File: config.mk
export PLATFORM = sky130hd
export DESIGN_NAME = mbx_channel
export DESIGN_NICKNAME = d
export VERILOG_FILES = /design/src/rtl/mbx_pkg.sv /design/src/rtl/mbx_decode.sv /design/src/rtl/mbx_store.sv /design/src/rtl/mbx_irq.sv /design/src/rtl/mbx_channel.sv
export SDC_FILE = /design/constraint.sdc
export NUM_CORES = 1
export LEC_CHECK = 0
export BUFFER_PORTS_ARGS = -buffer_cell sky130_fd_sc_hd__clkbuf_2
export CAP_MARGIN = 20
export CORE_ASPECT_RATIO = 1.75
export CORE_MARGIN = 1
export CORE_UTILIZATION = 60
export DETAILED_ROUTE_END_ITERATION = 10
export PLACE_DENSITY = 0.91
export SLEW_MARGIN = 20
export SYNTH_ARGS = -nofsm -noshare
export SYNTH_HDL_FRONTEND = slang
export SYNTH_HIERARCHICAL = 1
export SYNTH_SLANG_ARGS = --single-unit
File: constraint.sdc
create_clock -name clk -period 4.25 [get_ports clk]
set_clock_uncertainty 0.05 [all_clocks]
set_input_delay 0.85 -clock clk [delete_from_list [all_inputs] [get_ports clk]]
set_output_delay 0.85 -clock clk [all_outputs]
set_load 0.05 [all_outputs]
File: src/rtl/mbx_pkg.sv
package mbx_pkg;

  // Byte offsets inside the channel window.
  localparam int OFS_MAIN     = 'h00;
  localparam int OFS_EN_FULL  = 'h04;
  localparam int OFS_EN_EMPTY = 'h08;
  localparam int OFS_TAG      = 'h40;
  localparam int OFS_DATA0    = 'h48;

  typedef enum logic [2:0] {
    SEL_NONE,
    SEL_MAIN,
    SEL_EN_FULL,
    SEL_EN_EMPTY,
    SEL_TAG,
    SEL_DATA
  } sel_e;

  // Is a byte offset mapped in the selected layout?
  function automatic logic is_mapped(input int ofs, input bit wide, input int nwords);
    logic hit;
    hit = (ofs == OFS_EN_FULL) || (ofs == OFS_EN_EMPTY);
    if (!wide) begin
      hit = hit || (ofs == OFS_MAIN);
    end else begin
      hit = hit || (ofs == OFS_TAG);
      for (int k = 0; k < nwords; k++) begin
        if (ofs == OFS_DATA0 + 4 * k) hit = 1'b1;
      end
    end
    return hit;
  endfunction

endpackage

File: src/rtl/mbx_decode.sv
module mbx_decode #(
  parameter int ADDR_W = 8,
  parameter bit WIDE   = 1'b0,
  parameter int NWORDS = 4,
  localparam int IDX_W = (NWORDS > 1) ? $clog2(NWORDS) : 1
) (
  input  logic [ADDR_W-1:0] addr,
  output mbx_pkg::sel_e     sel,
  output logic [IDX_W-1:0]  idx
);
  import mbx_pkg::*;

  always_comb begin
    sel = SEL_NONE;
    idx = '0;
    if (addr == ADDR_W'(OFS_EN_FULL)) begin
      sel = SEL_EN_FULL;
    end else if (addr == ADDR_W'(OFS_EN_EMPTY)) begin
      sel = SEL_EN_EMPTY;
    end else if (!WIDE && addr == ADDR_W'(OFS_MAIN)) begin
      sel = SEL_MAIN;
    end else if (WIDE && addr == ADDR_W'(OFS_TAG)) begin
      sel = SEL_TAG;
    end else if (WIDE) begin
      for (int k = 0; k < NWORDS; k++) begin
        if (addr == ADDR_W'(OFS_DATA0 + 4 * k)) begin
          sel = SEL_DATA;
          idx = IDX_W'(k);
        end
      end
    end
  end

endmodule

File: src/rtl/mbx_store.sv
module mbx_store #(
  parameter bit WIDE   = 1'b0,
  parameter int NWORDS = 4,
  parameter int DATA_W = 32,
  localparam int IDX_W = (NWORDS > 1) ? $clog2(NWORDS) : 1,
  localparam int FLAG  = DATA_W - 1
) (
  input  logic              clk,
  input  logic              rst_n,
  input  logic              wr_en,
  input  mbx_pkg::sel_e     sel,
  input  logic [IDX_W-1:0]  idx,
  input  logic [DATA_W-1:0] wdata,
  output logic              slot_full,
  output logic [DATA_W-1:0] rd_main,
  output logic [DATA_W-1:0] rd_tag,
  output logic [DATA_W-1:0] rd_data [NWORDS]
);
  import mbx_pkg::*;

  generate
    if (!WIDE) begin : g_narrow
      logic [DATA_W-1:0] main_q, main_d;
      logic              main_ce;

      always_comb begin
        main_ce = wr_en && (sel == SEL_MAIN);
        main_d  = main_ce ? wdata : main_q;
      end

      always_ff @(posedge clk or negedge rst_n) begin
        if (!rst_n)       main_q <= '0;
        else if (main_ce) main_q <= main_d;
      end

      assign rd_main   = main_q;
      assign rd_tag    = '0;
      assign slot_full = main_q[FLAG];
      for (genvar k = 0; k < NWORDS; k++) begin : g_zero
        assign rd_data[k] = '0;
      end
    end else begin : g_wide
      logic [DATA_W-1:0] tag_q, tag_d;
      logic              tag_ce;

      always_comb begin
        tag_ce = wr_en && (sel == SEL_TAG);
        tag_d  = tag_ce ? wdata : tag_q;
      end

      always_ff @(posedge clk or negedge rst_n) begin
        if (!rst_n)      tag_q <= '0;
        else if (tag_ce) tag_q <= tag_d;
      end

      for (genvar k = 0; k < NWORDS; k++) begin : g_word
        logic [DATA_W-1:0] word_q, word_d;
        logic              word_ce;

        always_comb begin
          word_ce = wr_en && (sel == SEL_DATA) && (idx == IDX_W'(k));
          word_d  = word_ce ? wdata : word_q;
        end

        always_ff @(posedge clk or negedge rst_n) begin
          if (!rst_n)       word_q <= '0;
          else if (word_ce) word_q <= word_d;
        end

        assign rd_data[k] = word_q;
      end

      assign rd_main   = '0;
      assign rd_tag    = tag_q;
      assign slot_full = tag_q[FLAG];
    end
  endgenerate

endmodule

File: src/rtl/mbx_irq.sv
module mbx_irq (
  input  logic          clk,
  input  logic          rst_n,
  input  logic          wr_en,
  input  mbx_pkg::sel_e sel,
  input  logic          wbit,
  input  logic          slot_full,
  output logic          en_full,
  output logic          en_empty,
  output logic          irq_full,
  output logic          irq_empty
);
  import mbx_pkg::*;

  logic en_full_d, en_empty_d;
  logic full_ce, empty_ce;

  always_comb begin
    full_ce    = wr_en && (sel == SEL_EN_FULL);
    empty_ce   = wr_en && (sel == SEL_EN_EMPTY);
    en_full_d  = full_ce  ? wbit : en_full;
    en_empty_d = empty_ce ? wbit : en_empty;
  end

  always_ff @(posedge clk or negedge rst_n) begin
    if (!rst_n) begin
      en_full  <= 1'b0;
      en_empty <= 1'b0;
    end else begin
      if (full_ce)  en_full  <= en_full_d;
      if (empty_ce) en_empty <= en_empty_d;
    end
  end

  assign irq_full  = slot_full & en_full;
  assign irq_empty = ~slot_full & en_empty;

endmodule

File: src/rtl/mbx_channel.sv
module mbx_channel #(
  parameter int ADDR_W = 8,
  parameter int DATA_W = 32,
  parameter bit WIDE   = 1'b0,
  parameter int NWORDS = 4
) (
  input  logic              clk,
  input  logic              rst_n,
  input  logic              bus_we,
  input  logic [ADDR_W-1:0] bus_addr,
  input  logic [DATA_W-1:0] bus_wdata,
  output logic [DATA_W-1:0] bus_rdata,
  output logic              slot_full,
  output logic              slot_empty,
  output logic              irq_full,
  output logic              irq_empty
);
  import mbx_pkg::*;

  localparam int IDX_W = (NWORDS > 1) ? $clog2(NWORDS) : 1;

  sel_e              sel;
  logic [IDX_W-1:0]  idx;
  logic [DATA_W-1:0] rd_main, rd_tag;
  logic [DATA_W-1:0] rd_data [NWORDS];
  logic              en_full, en_empty;

  mbx_decode #(.ADDR_W(ADDR_W), .WIDE(WIDE), .NWORDS(NWORDS)) u_decode (
    .addr (bus_addr),
    .sel  (sel),
    .idx  (idx)
  );

  mbx_store #(.WIDE(WIDE), .NWORDS(NWORDS), .DATA_W(DATA_W)) u_store (
    .clk       (clk),
    .rst_n     (rst_n),
    .wr_en     (bus_we),
    .sel       (sel),
    .idx       (idx),
    .wdata     (bus_wdata),
    .slot_full (slot_full),
    .rd_main   (rd_main),
    .rd_tag    (rd_tag),
    .rd_data   (rd_data)
  );

  mbx_irq u_irq (
    .clk       (clk),
    .rst_n     (rst_n),
    .wr_en     (bus_we),
    .sel       (sel),
    .wbit      (bus_wdata[0]),
    .slot_full (slot_full),
    .en_full   (en_full),
    .en_empty  (en_empty),
    .irq_full  (irq_full),
    .irq_empty (irq_empty)
  );

  assign slot_empty = ~slot_full;

  always_comb begin
    unique case (sel)
      SEL_MAIN:     bus_rdata = rd_main;
      SEL_EN_FULL:  bus_rdata = {{(DATA_W-1){1'b0}}, en_full};
      SEL_EN_EMPTY: bus_rdata = {{(DATA_W-1){1'b0}}, en_empty};
      SEL_TAG:      bus_rdata = rd_tag;
      SEL_DATA:     bus_rdata = rd_data[idx];
      default:      bus_rdata = '0;
    endcase
  end

endmodule

==> metrics.txt, run 1 <==
outcome=completed; post-synthesis adder-cell area fraction=0%; Die Width=between 60 and 70 µm; Critical Path Most Common Cell=clkbuf_2; worst reg2reg path startpoint=u_store/rd_main[31]$_DFFE_PN0P_; Reg area=approximately 850 µm²; sequential area share after synthesis=around 18%; library cells used by synthesis=29; Pins Over Slew Limit=0; Critical Path Start=bus_addr[5]; maximum clock path buffer count=2; layout cells sized above 1=~40%; Pwr Density=between 200 and 250 mW/mm²; GRT Util Overall=roughly a quarter; Starting Density=a little over three fifths; CP required=between 3 and 4 ns; P_int=approximately 670 µW; Hold/Removal Path Class=reg2reg; io pins=79; GPL Wtd Cong=around 0.78; H-tree Lvls=2; Post-DRT Antenna Nets=0; Top FF cell, synth=dfrtp_1; Compound-Gate Fraction of Synth Area=approximately 15%; Logic pwr share=between 30% and 40%; Crit Reg-Reg Endpoint=u_store/rd_main[31]$_DFFE_PN0P_; Arr. time, crit path=around 2.8 ns; Post-synth EDFFs=0; Pwr Total=between 1000 and 1500 µW; final worst slack=0.529 ns; minimum clock period=3.72 ns; CP max-delay cell=or4_4; TritonRoute pass-1 iters=5; Syn. warnings=6; wire per inst=around 14 µm; CP Capture Type=output port; Root Buffer=clkbuf_16; CP Max Fanout=between 60 and 70; die height=118 µm; worst reg2reg setup slack=between 3 and 4 ns; Clock power frac=between 30% and 40%; Setup WS pre-CTS=around 0.55 ns; DR vias/cell=around 5; RSZ-0062 raised after global routing=false; post-CTS sizing=0; critical path endpoint=bus_rdata[13]; Layout fillers=577; number of remaining DRC errors=0; number of global-route vias before repair=3386; crit start category=primary input; post-synthesis mux area share=a little over a quarter; TritonCTS clock tree=yes; die area=~0.0080 mm²; Final setup viols=0; largest family of logic cells by synthesized area=buffers and inverters; gr busiest metal=met2; leak pwr=about 0.0022 µW; min-delay src=u_store/rd_main[4]$_DFFE_PN0P_; Buf/Inv on CP=3; Synth-to-Final Area Change=0.869%; Worst path max stage delay=between 0.5 and 0.6 ns; Skew-Pair Late Insertion Delay=roughly 0.28 ns; nets=roughly 600; critical path class=in2out; worst-margin pin slew=between 0.8 and 0.9 ns; cell area after synthesis=between 0.004 and 0.005 mm²; setup TNS=0 ns; maxcap violations=0; IO buf count=78; Synth Area in XOR/XNOR=less than 1%; CTS Buf Count=5; post-CTS setup buffer count=0; worst reg-to-reg path cell count=1; routed wire length=around 9000 µm; Seq cells post-synth=34; hold slack final=~0.46 ns; CP Depth=7; synthesized instance count=just over 500; VDD IR max=0.241 mV; Reg clk slew, reported paths=about 0.05 ns; multi-input logic area=about 0.0031 mm²; family with the most delay on the worst path=simple AND/OR/NAND/NOR gates; worst-path cell chain=clkbuf_2 -> or4_4 -> nor4_2 -> buf_12 -> a21boi_0 -> a311oi_2 -> clkbuf_2; fraction of registers with async set/reset=100%; Final Hold Fails=0; hold_buf cts=0; Sw Share=33.1%; HPWL after detailed placement=between 6000 and 7000 µm; met1 GRT Util=28.4%; first-pass GRT wire length=15100 µm; mean area per synthesized cell=approximately 9.1 µm²; met2 Use GR=around 42%; Synth Area in Simple Gates=roughly 7.4%; GRT overflow=0; initial antenna violation count=0; Antenna Cells=0; largest net degree at the start of global routing=70; drt first-iter violations=about 140; Fmax=269 MHz; final worst path period share=87.6%; row cnt=41; Sequential Power Share=about a third; Core Area=roughly 0.0073 mm²; Slew Limit Headroom=a little over two fifths; P_sw=between 300 and 400 µW; met3 Use GR=~2.6%; vias=between 3000 and 4000; clock sinks=34
-- placed cells by master (no fill, tap or decap), types with 5 or more instances in the layout --
master,instances
mux2_4,31
dfrtp_1,34
clkbuf_2,78
a21boi_1,5
nand2_1,63
conb_1,163
clkbuf_16,5
a21oi_1,31
a21boi_0,26
a311oi_2,31
mux2_2,66
-- power by group through the flow --
stage / Combinational [µW] / Clock (µW) / Sequential [µW]
finish: 309 / 346 / 349
global route: 334 / 365 / 351
CTS: 284 / 355 / 348
detailed placement: 284 / 0 / 354
global placement: 280 / 0 / 353
floorplan: 348 / 0 / 352
-- synth_stat cells (all sizes together), types with 2 or more instances --
cell,instances,area share (%)
conb,2,0.16
a21boi,31,5.1
nor4,2,0.41
nor2b,2,0.27
dfrtp,34,18
buf,185,31
clkbuf,15,1.2
inv,2,0.16
and2,2,0.27
nand2,63,5.1
mux2,97,26
and3b,2,0.38
a311oi,32,6.1
a21oi,31,3.4
-- registers in the layout, indices dropped and copies added (netlist names) --
signal,flops
u_store/rd_main,32
u_irq/en_empty,1
u_irq/en_full,1
-- metrics by stage --
step	cells	util [%]	area, µm²
after CTS	642	63.3	4650
after global placement	635	61.5	4510
after global routing	642	63.3	4650
after detailed placement	635	61.5	4510
final	642	63.3	4650
after floorplan	668	-	5400
-- worst min-delay path by stage --
stage	to	cells past startpoint
after CTS	u_store/rd_main[21]$_DFFE_PN0P_	1
after global routing	u_store/rd_main[29]$_DFFE_PN0P_	1
after global placement	u_store/rd_main[29]$_DFFE_PN0P_	1
final	u_store/rd_main[4]$_DFFE_PN0P_	1
after detailed placement	u_store/rd_main[17]$_DFFE_PN0P_	1
after floorplan	u_store/rd_main[0]$_DFFE_PN0P_	1
-- cell families after synthesis --
logic type	after synthesis
buffers and inverters	202
multiplexers	99
AO/OA/AOI/OAI	94
AND/OR/NAND/NOR	75
flip-flops	34
other	2
XOR/XNOR	1
-- per-layer routing --
| metal | wire length [µm] | part of all wire, % |
|---|---|---|
| met2 | 4970 | 55 |
| met1 | 3420 | 38 |
| met5 | 0 | 0 |
| met4 | 352 | 3.9 |
| met3 | 289 | 3.2 |
-- final cells by class --
class,instances,area share [%]
clock buffers,5,2.69
clock inverters,2,0.215
inverters,2,0.162
multi-input cells,432,66.6
flip-flops and latches,34,18.3
well taps,86,2.32
repair buffers,81,9.70
No activity file was read; power rests on OpenSTA's default activity.
==> inputs of run 2 (changes only) <==
--- a/config.mk
+++ b/config.mk
@@ -10,6 +10,7 @@
 export CORE_ASPECT_RATIO = 1.75
 export CORE_MARGIN = 1
 export CORE_UTILIZATION = 60
+export CTS_BUF_LIST = sky130_fd_sc_hd__clkbuf_8
 export DETAILED_ROUTE_END_ITERATION = 10
 export PLACE_DENSITY = 0.91
 export SLEW_MARGIN = 20
==> run 2 against run 1 <==
- global-route usage down 0.56 points
- first-iteration DRC count up 24%
- flip-flop and latch count unchanged
- non-clock buffer count unchanged
- wire length down 1.6%
- sequential power about the same
- utilization down 0.77 points
- register-to-register slack worse by 0.02 ns
- largest cell class unchanged
==> metrics.txt, run 2 (same netlist as run 1, synthesis figures left out) <==
commonest non-fill, non-tap cells in the layout=conb_1, clkbuf_2, mux2_2; Root Buffer=clkbuf_8; Post-DRT Antenna Nets=0 (unchanged); family with the most delay on the worst path=simple AND/OR/NAND/NOR gates; Crit Reg-Reg Endpoint=u_store/rd_main[31]$_DFFE_PN0P_; Hold/Removal Path Class=reg2reg; maximum clock path buffer count=2 (unchanged); VDD IR max=0.203 mV (-16%); Antenna Cells=0 (unchanged); Fmax=269 MHz (about the same); worst-path cell chain=clkbuf_2 -> or4_4 -> nor4_2 -> buf_12 -> a21boi_0 -> a311oi_2 -> clkbuf_2; Clock power frac=26.4% (-8.1 points); CTS Buf Count=5 (unchanged); post-CTS setup buffer count=0 (unchanged); Slew Limit Headroom=42.9% (+0.066 points); Non-Filler Instances=642 (unchanged); row cnt=41 (unchanged); P_sw=322 µW (-3.2%); worst reg2reg path startpoint=u_store/rd_main[31]$_DFFE_PN0P_; HPWL after detailed placement=6190 µm (unchanged); final worst path period share=87.5% (about the same); Die Width=68.2 µm (unchanged); Reg area=851 µm² (unchanged); P_int=569 µW (-15%); Worst path max stage delay=0.55 ns (about the same); initial antenna violation count=0 (unchanged); largest net degree at the start of global routing=70 (unchanged); drt first-iter violations=171 (+24%); Reg clk slew, reported paths=0.07 ns (+0.02 ns); Sw Share=36.1% (+3.0 points); crit start category=primary input; maxcap violations=0 (unchanged); GPL Wtd Cong=0.782 (unchanged); Buf/Inv on CP=3 (unchanged); hold_buf cts=0 (unchanged); hold path depth=1 (unchanged); TritonCTS clock tree=yes; Layout fillers=594 (+2.9%); H-tree Lvls=2 (unchanged); io pins=79 (unchanged); die height=118 µm (unchanged); Pwr Density=194 mW/mm² (-10%); clock sinks=34 (unchanged); GRT Util Overall=24.0% (-0.56 points); worst reg2reg setup slack=3.37 ns (-0.02 ns); CP Max Fanout=69 (unchanged); worst-margin pin slew=0.856 ns (-0.000994 ns); max FFs per register=32 (unchanged); Synth-to-Final Area Change=-0.353%; first-pass GRT wire length=14800 µm (-1.8%); Final setup viols=0 (unchanged); worst reg-to-reg path cell count=1 (unchanged); number of global-route vias before repair=3424 (+1.1%); Starting Density=62.8% (unchanged); Pwr Total=891 µW (-11%); wire per inst=13.8 µm (-1.6%); IO buf count=78 (unchanged); RSZ-0062 raised after global routing=false; GRT overflow=0 (unchanged); die area=0.00804 mm² (unchanged); CP max-delay cell=or4_4; minimum clock period=3.72 ns (-0.000313 ns); Skew-Pair Late Insertion Delay=0.30 ns (+0.02 ns); nets=599 (unchanged); Hold Path End=u_store/rd_main[29]$_DFFE_PN0P_; Core Area=0.00734 mm² (unchanged); Sequential Power Share=39.1% (+4.3 points); TritonRoute pass-1 iters=4 (-1); Final Hold Fails=0 (unchanged); Logic pwr share=34.5% (+3.8 points); setup TNS=0 ns (unchanged); Critical Path Most Common Cell=clkbuf_2; number of remaining DRC errors=0 (unchanged); layout cells sized above 1=39.9% (unchanged); DR vias/cell=5.04 (+0.94%); routed wire length=8890 µm (-1.6%); Arr. time, crit path=2.82 ns (about the same); # placed instances=635 (unchanged); CP required=3.35 ns (about the same); min-delay src=u_store/rd_main[29]$_DFFE_PN0P_; post-CTS sizing=0 (unchanged); critical path class=in2out; outcome=completed; vias=3234 (+0.94%); commonest non-fill, non-tap cell in the layout=conb_1; CP Capture Type=output port; multi-input logic area=0.00309 mm² (unchanged); Pins Over Slew Limit=0 (unchanged); leak pwr=0.00217 µW (-1.2%)
run 2: cell type report:
class                   count  share of cell area, %
clock buffers               5                   1.50
clock inverters             2                  0.218
inverters                   2                  0.164
multi-input cells         432                   67.4
flip-flops and latches     34                   18.5
well taps                  86                   2.34
repair buffers             81                   9.81
run 2: how the worst max path moves through the flow:
| stage | slack, ns | cells after the start | end | startpoint |
|---|---|---|---|---|
| final | 0.53 | 7 | bus_rdata[16] | bus_addr[5] |
| after global routing | 0.46 | 7 | bus_rdata[15] | bus_addr[5] |
| after CTS | 0.54 | 7 | bus_rdata[16] | bus_addr[5] |
| after detailed placement | 0.55 | 7 | bus_rdata[13] | bus_addr[5] |
| after global placement | 0.58 | 8 | bus_rdata[0] | bus_addr[5] |
| after floorplan | 0.14 | 6 | bus_rdata[10] | bus_addr[5] |
run 2: power by group through the flow:
| stage | clock network [µW] | registers [µW] | logic [µW] |
|---|---|---|---|
| after floorplan | 0 | 352 | 348 |
| after global placement | 0 | 353 | 280 |
| final | 235 | 348 | 307 |
| after CTS | 241 | 348 | 284 |
| after detailed placement | 0 | 354 | 284 |
| after global routing | 252 | 350 | 333 |
run 2: layer usage:
layer / GRT usage [%] / up-vias / share of wire, % / wire length, µm
li1: - / 1538 / - / -
met1: 27.4 / 1556 / 38 / 3390
met2: 40.1 / 101 / 54 / 4760
met3: 2.52 / 39 / 3.4 / 299
met4: 15.9 / 0 / 4.9 / 431
met5: 0 / - / 0 / 0
run 2: stage by stage:
step           utilization (%)  instance area (µm²)  hold WS [ns]  setup WS (ns)
2_1_floorplan                -                 5400         0.424          0.138
3_3_place_gp              61.5                 4510         0.437          0.577
3_5_place_dp              61.5                 4510         0.444          0.545
4_1_cts                   62.6                 4590         0.463          0.539
5_1_grt                   62.6                 4590         0.485          0.459
6_report                  62.6                 4590         0.458          0.529
==> inputs of run 3 (changes only) <==
--- a/config.mk
+++ b/config.mk
@@ -8,11 +8,11 @@
 export BUFFER_PORTS_ARGS = -buffer_cell sky130_fd_sc_hd__clkbuf_2
 export CAP_MARGIN = 20
 export CORE_ASPECT_RATIO = 1.75
-export CORE_MARGIN = 1
-export CORE_UTILIZATION = 60
+export CORE_MARGIN = 5
+export CORE_UTILIZATION = 35
 export CTS_BUF_LIST = sky130_fd_sc_hd__clkbuf_8
 export DETAILED_ROUTE_END_ITERATION = 10
-export PLACE_DENSITY = 0.91
+export PLACE_DENSITY = 0.6
 export SLEW_MARGIN = 20
 export SYNTH_ARGS = -nofsm -noshare
 export SYNTH_HDL_FRONTEND = slang
==> run 3 against run 2 <==
- global-route usage decreased by 12 points
- flip-flop and latch count unchanged
- final cell count increased by 13%
- total power increased by 1.6%
- worst setup slack got worse by 0.043 ns
- wire length increased by 8.6%
- non-clock buffer count unchanged
- fmax decreased by 1.1%
- clock power about the same
- sequential share of layout area decreased by 0.82 points
- final area increased by 4.6%
- via count decreased by 3.5%
==> metrics.txt, run 3 (same netlist as run 1, synthesis figures left out) <==
Setup WS pre-CTS=0.517 ns (-0.0287 ns); initial antenna violation count=0 (unchanged); worst-margin pin slew=0.914 ns (+0.0579 ns); CP max-delay cell=or4_4; H-tree Lvls=2 (unchanged); CP required=3.35 ns (about the same); Core Area=0.0129 mm² (+76%); Layout fillers=1398 (+140%); Starting Density=35.6% (-27 points); nets=599 (unchanged); IO buf count=78 (unchanged); crit start category=primary input; wire per inst=13.3 µm (-4.1%); Final Hold Fails=0 (unchanged); Pins Over Slew Limit=0 (unchanged); Logic pwr share=35.3% (+0.8 points); P_sw=325 µW (+0.85%); row cnt=55 (+34%); post-CTS sizing=0 (unchanged); io pins=79 (unchanged); met3 Use GR=1.33% (-1.2 points); met1 GRT Util=12.5% (-15 points); routed wire length=9650 µm (+8.6%); Final setup viols=0 (unchanged); layout cells sized above 1=39.9% (unchanged); gr busiest metal=met2; P_int=581 µW (+2.1%); Root Buffer=clkbuf_8; setup TNS=0 ns (unchanged); outcome=completed; die height=162 µm (+37%); Pwr Total=905 µW (+1.6%); final worst slack=0.487 ns (-0.0426 ns); critical path class=in2out; Sequential Power Share=38.4% (-0.7 points); leak pwr=0.00220 µW (+1.4%); maxcap violations=0 (unchanged); Die Width=96.7 µm (+42%); vias=3120 (-3.5%); commonest non-fill, non-tap cells in the layout=conb_1, clkbuf_2, mux2_2; commonest non-fill, non-tap cell in the layout=conb_1; hold slack final=0.461 ns (+0.00330 ns); clock sinks=34 (unchanged); HPWL after detailed placement=6660 µm (+7.5%); Sw Share=35.8% (-0.27 points); Post-DRT Antenna Nets=0 (unchanged); drt first-iter violations=81 (-53%); Reg clk slew, reported paths=0.07 ns (about the same); met2 Use GR=24.8% (-15 points); number of global-route vias before repair=3412 (-0.35%); GRT Util Overall=12.4% (-12 points); max FFs per register=32 (unchanged); Slew Limit Headroom=39.0% (-3.9 points); hold_buf cts=0 (unchanged); dpl cell area=0.00472 mm² (+4.7%); CP Max Fanout=69 (unchanged); RSZ-0062 raised after global routing=false; maximum clock path buffer count=2 (unchanged); Arr. time, crit path=2.86 ns (+0.04 ns); final worst path period share=88.5% (+1.0 points); Clock power frac=26.3% (about the same); finished layout cell area=0.00480 mm² (+4.6%); Antenna Cells=0 (unchanged); multi-input logic area=0.00309 mm² (unchanged); Worst path max stage delay=0.56 ns (about the same); minimum clock period=3.76 ns (+0.0426 ns); Hold/Removal Path Class=reg2reg; number of remaining DRC errors=0 (unchanged); TritonRoute pass-1 iters=4 (unchanged); TritonCTS clock tree=yes; Reg area=851 µm² (unchanged); post-CTS setup buffer count=0 (unchanged); largest net degree at the start of global routing=70 (unchanged); Synth-to-Final Area Change=4.24%; die area=0.0156 mm² (+94%); first-pass GRT wire length=16100 µm (+8.2%); VDD IR max=0.0817 mV (-60%); worst-path cell chain=clkbuf_2 -> or4_4 -> nor4_2 -> buf_12 -> a21oi_1 -> a311oi_2 -> clkbuf_2; GPL Wtd Cong=0.711 (-9.1%); GRT overflow=0 (unchanged); CP Capture Type=output port; Fmax=266 MHz (-1.1%); Skew-Pair Late Insertion Delay=0.28 ns (-0.02 ns); Pwr Density=189 mW/mm² (-2.9%); Critical Path Most Common Cell=clkbuf_2; DR vias/cell=4.29 (-15%); CTS Buf Count=5 (unchanged)
run 3: routing by layer:
metal	part of all wire, %	vias up
met3	2.1	9
met4	1.7	0
li1	-	1535
met5	0	-
met2	57	44
met1	40	1532
run 3: power groups by stage:
stage               Sequential, µW  Clock [µW]  Combinational (µW)
finish                         347         238                 320
detailed placement             354           0                 300
global placement               353           0                 299
floorplan                      352           0                 348
CTS                            347         252                 301
global route                   349         260                 348
run 3: worst max-delay path: cells and delay by family:
kind | cells | cell delay (ns)
AND/OR/NAND/NOR | 2 | 0.85
buffers and inverters | 3 | 0.71
AO/OA/AOI/OAI | 2 | 0.40
run 3: path summary, 6_finish.rpt:
kind	startpoint	end	slack [ns]	cells after the start
worst max-delay path	bus_addr[5]	bus_rdata[8]	0.49	7
worst min-delay path	u_store/rd_main[0]$_DFFE_PN0P_	u_store/rd_main[0]$_DFFE_PN0P_	0.46	1
worst max register to register	u_store/rd_main[31]$_DFFE_PN0P_	u_store/rd_main[31]$_DFFE_PN0P_	3.38	1
worst min register to register	u_store/rd_main[0]$_DFFE_PN0P_	u_store/rd_main[0]$_DFFE_PN0P_	0.46	1
max in group asynchronous	rst_n	u_store/rd_main[16]$_DFFE_PN0P_	2.95	1
min in group asynchronous	rst_n	u_store/rd_main[31]$_DFFE_PN0P_	0.62	1
run 3: layout make-up:
cell class	count	area share, %
inverter	2	0.156
clock inverter	2	0.208
timing repair buffer	81	11.6
sequential	34	17.7
multi-input combinational	432	64.5
tap	171	4.46
clock buffer	5	1.43
run 3: per-stage QoR:
stage	utilization, %	cells
global placement	36.5	720
detailed placement	36.5	720
global route	37.1	727
CTS	37.1	727
floorplan	-	668
finish	37.1	727
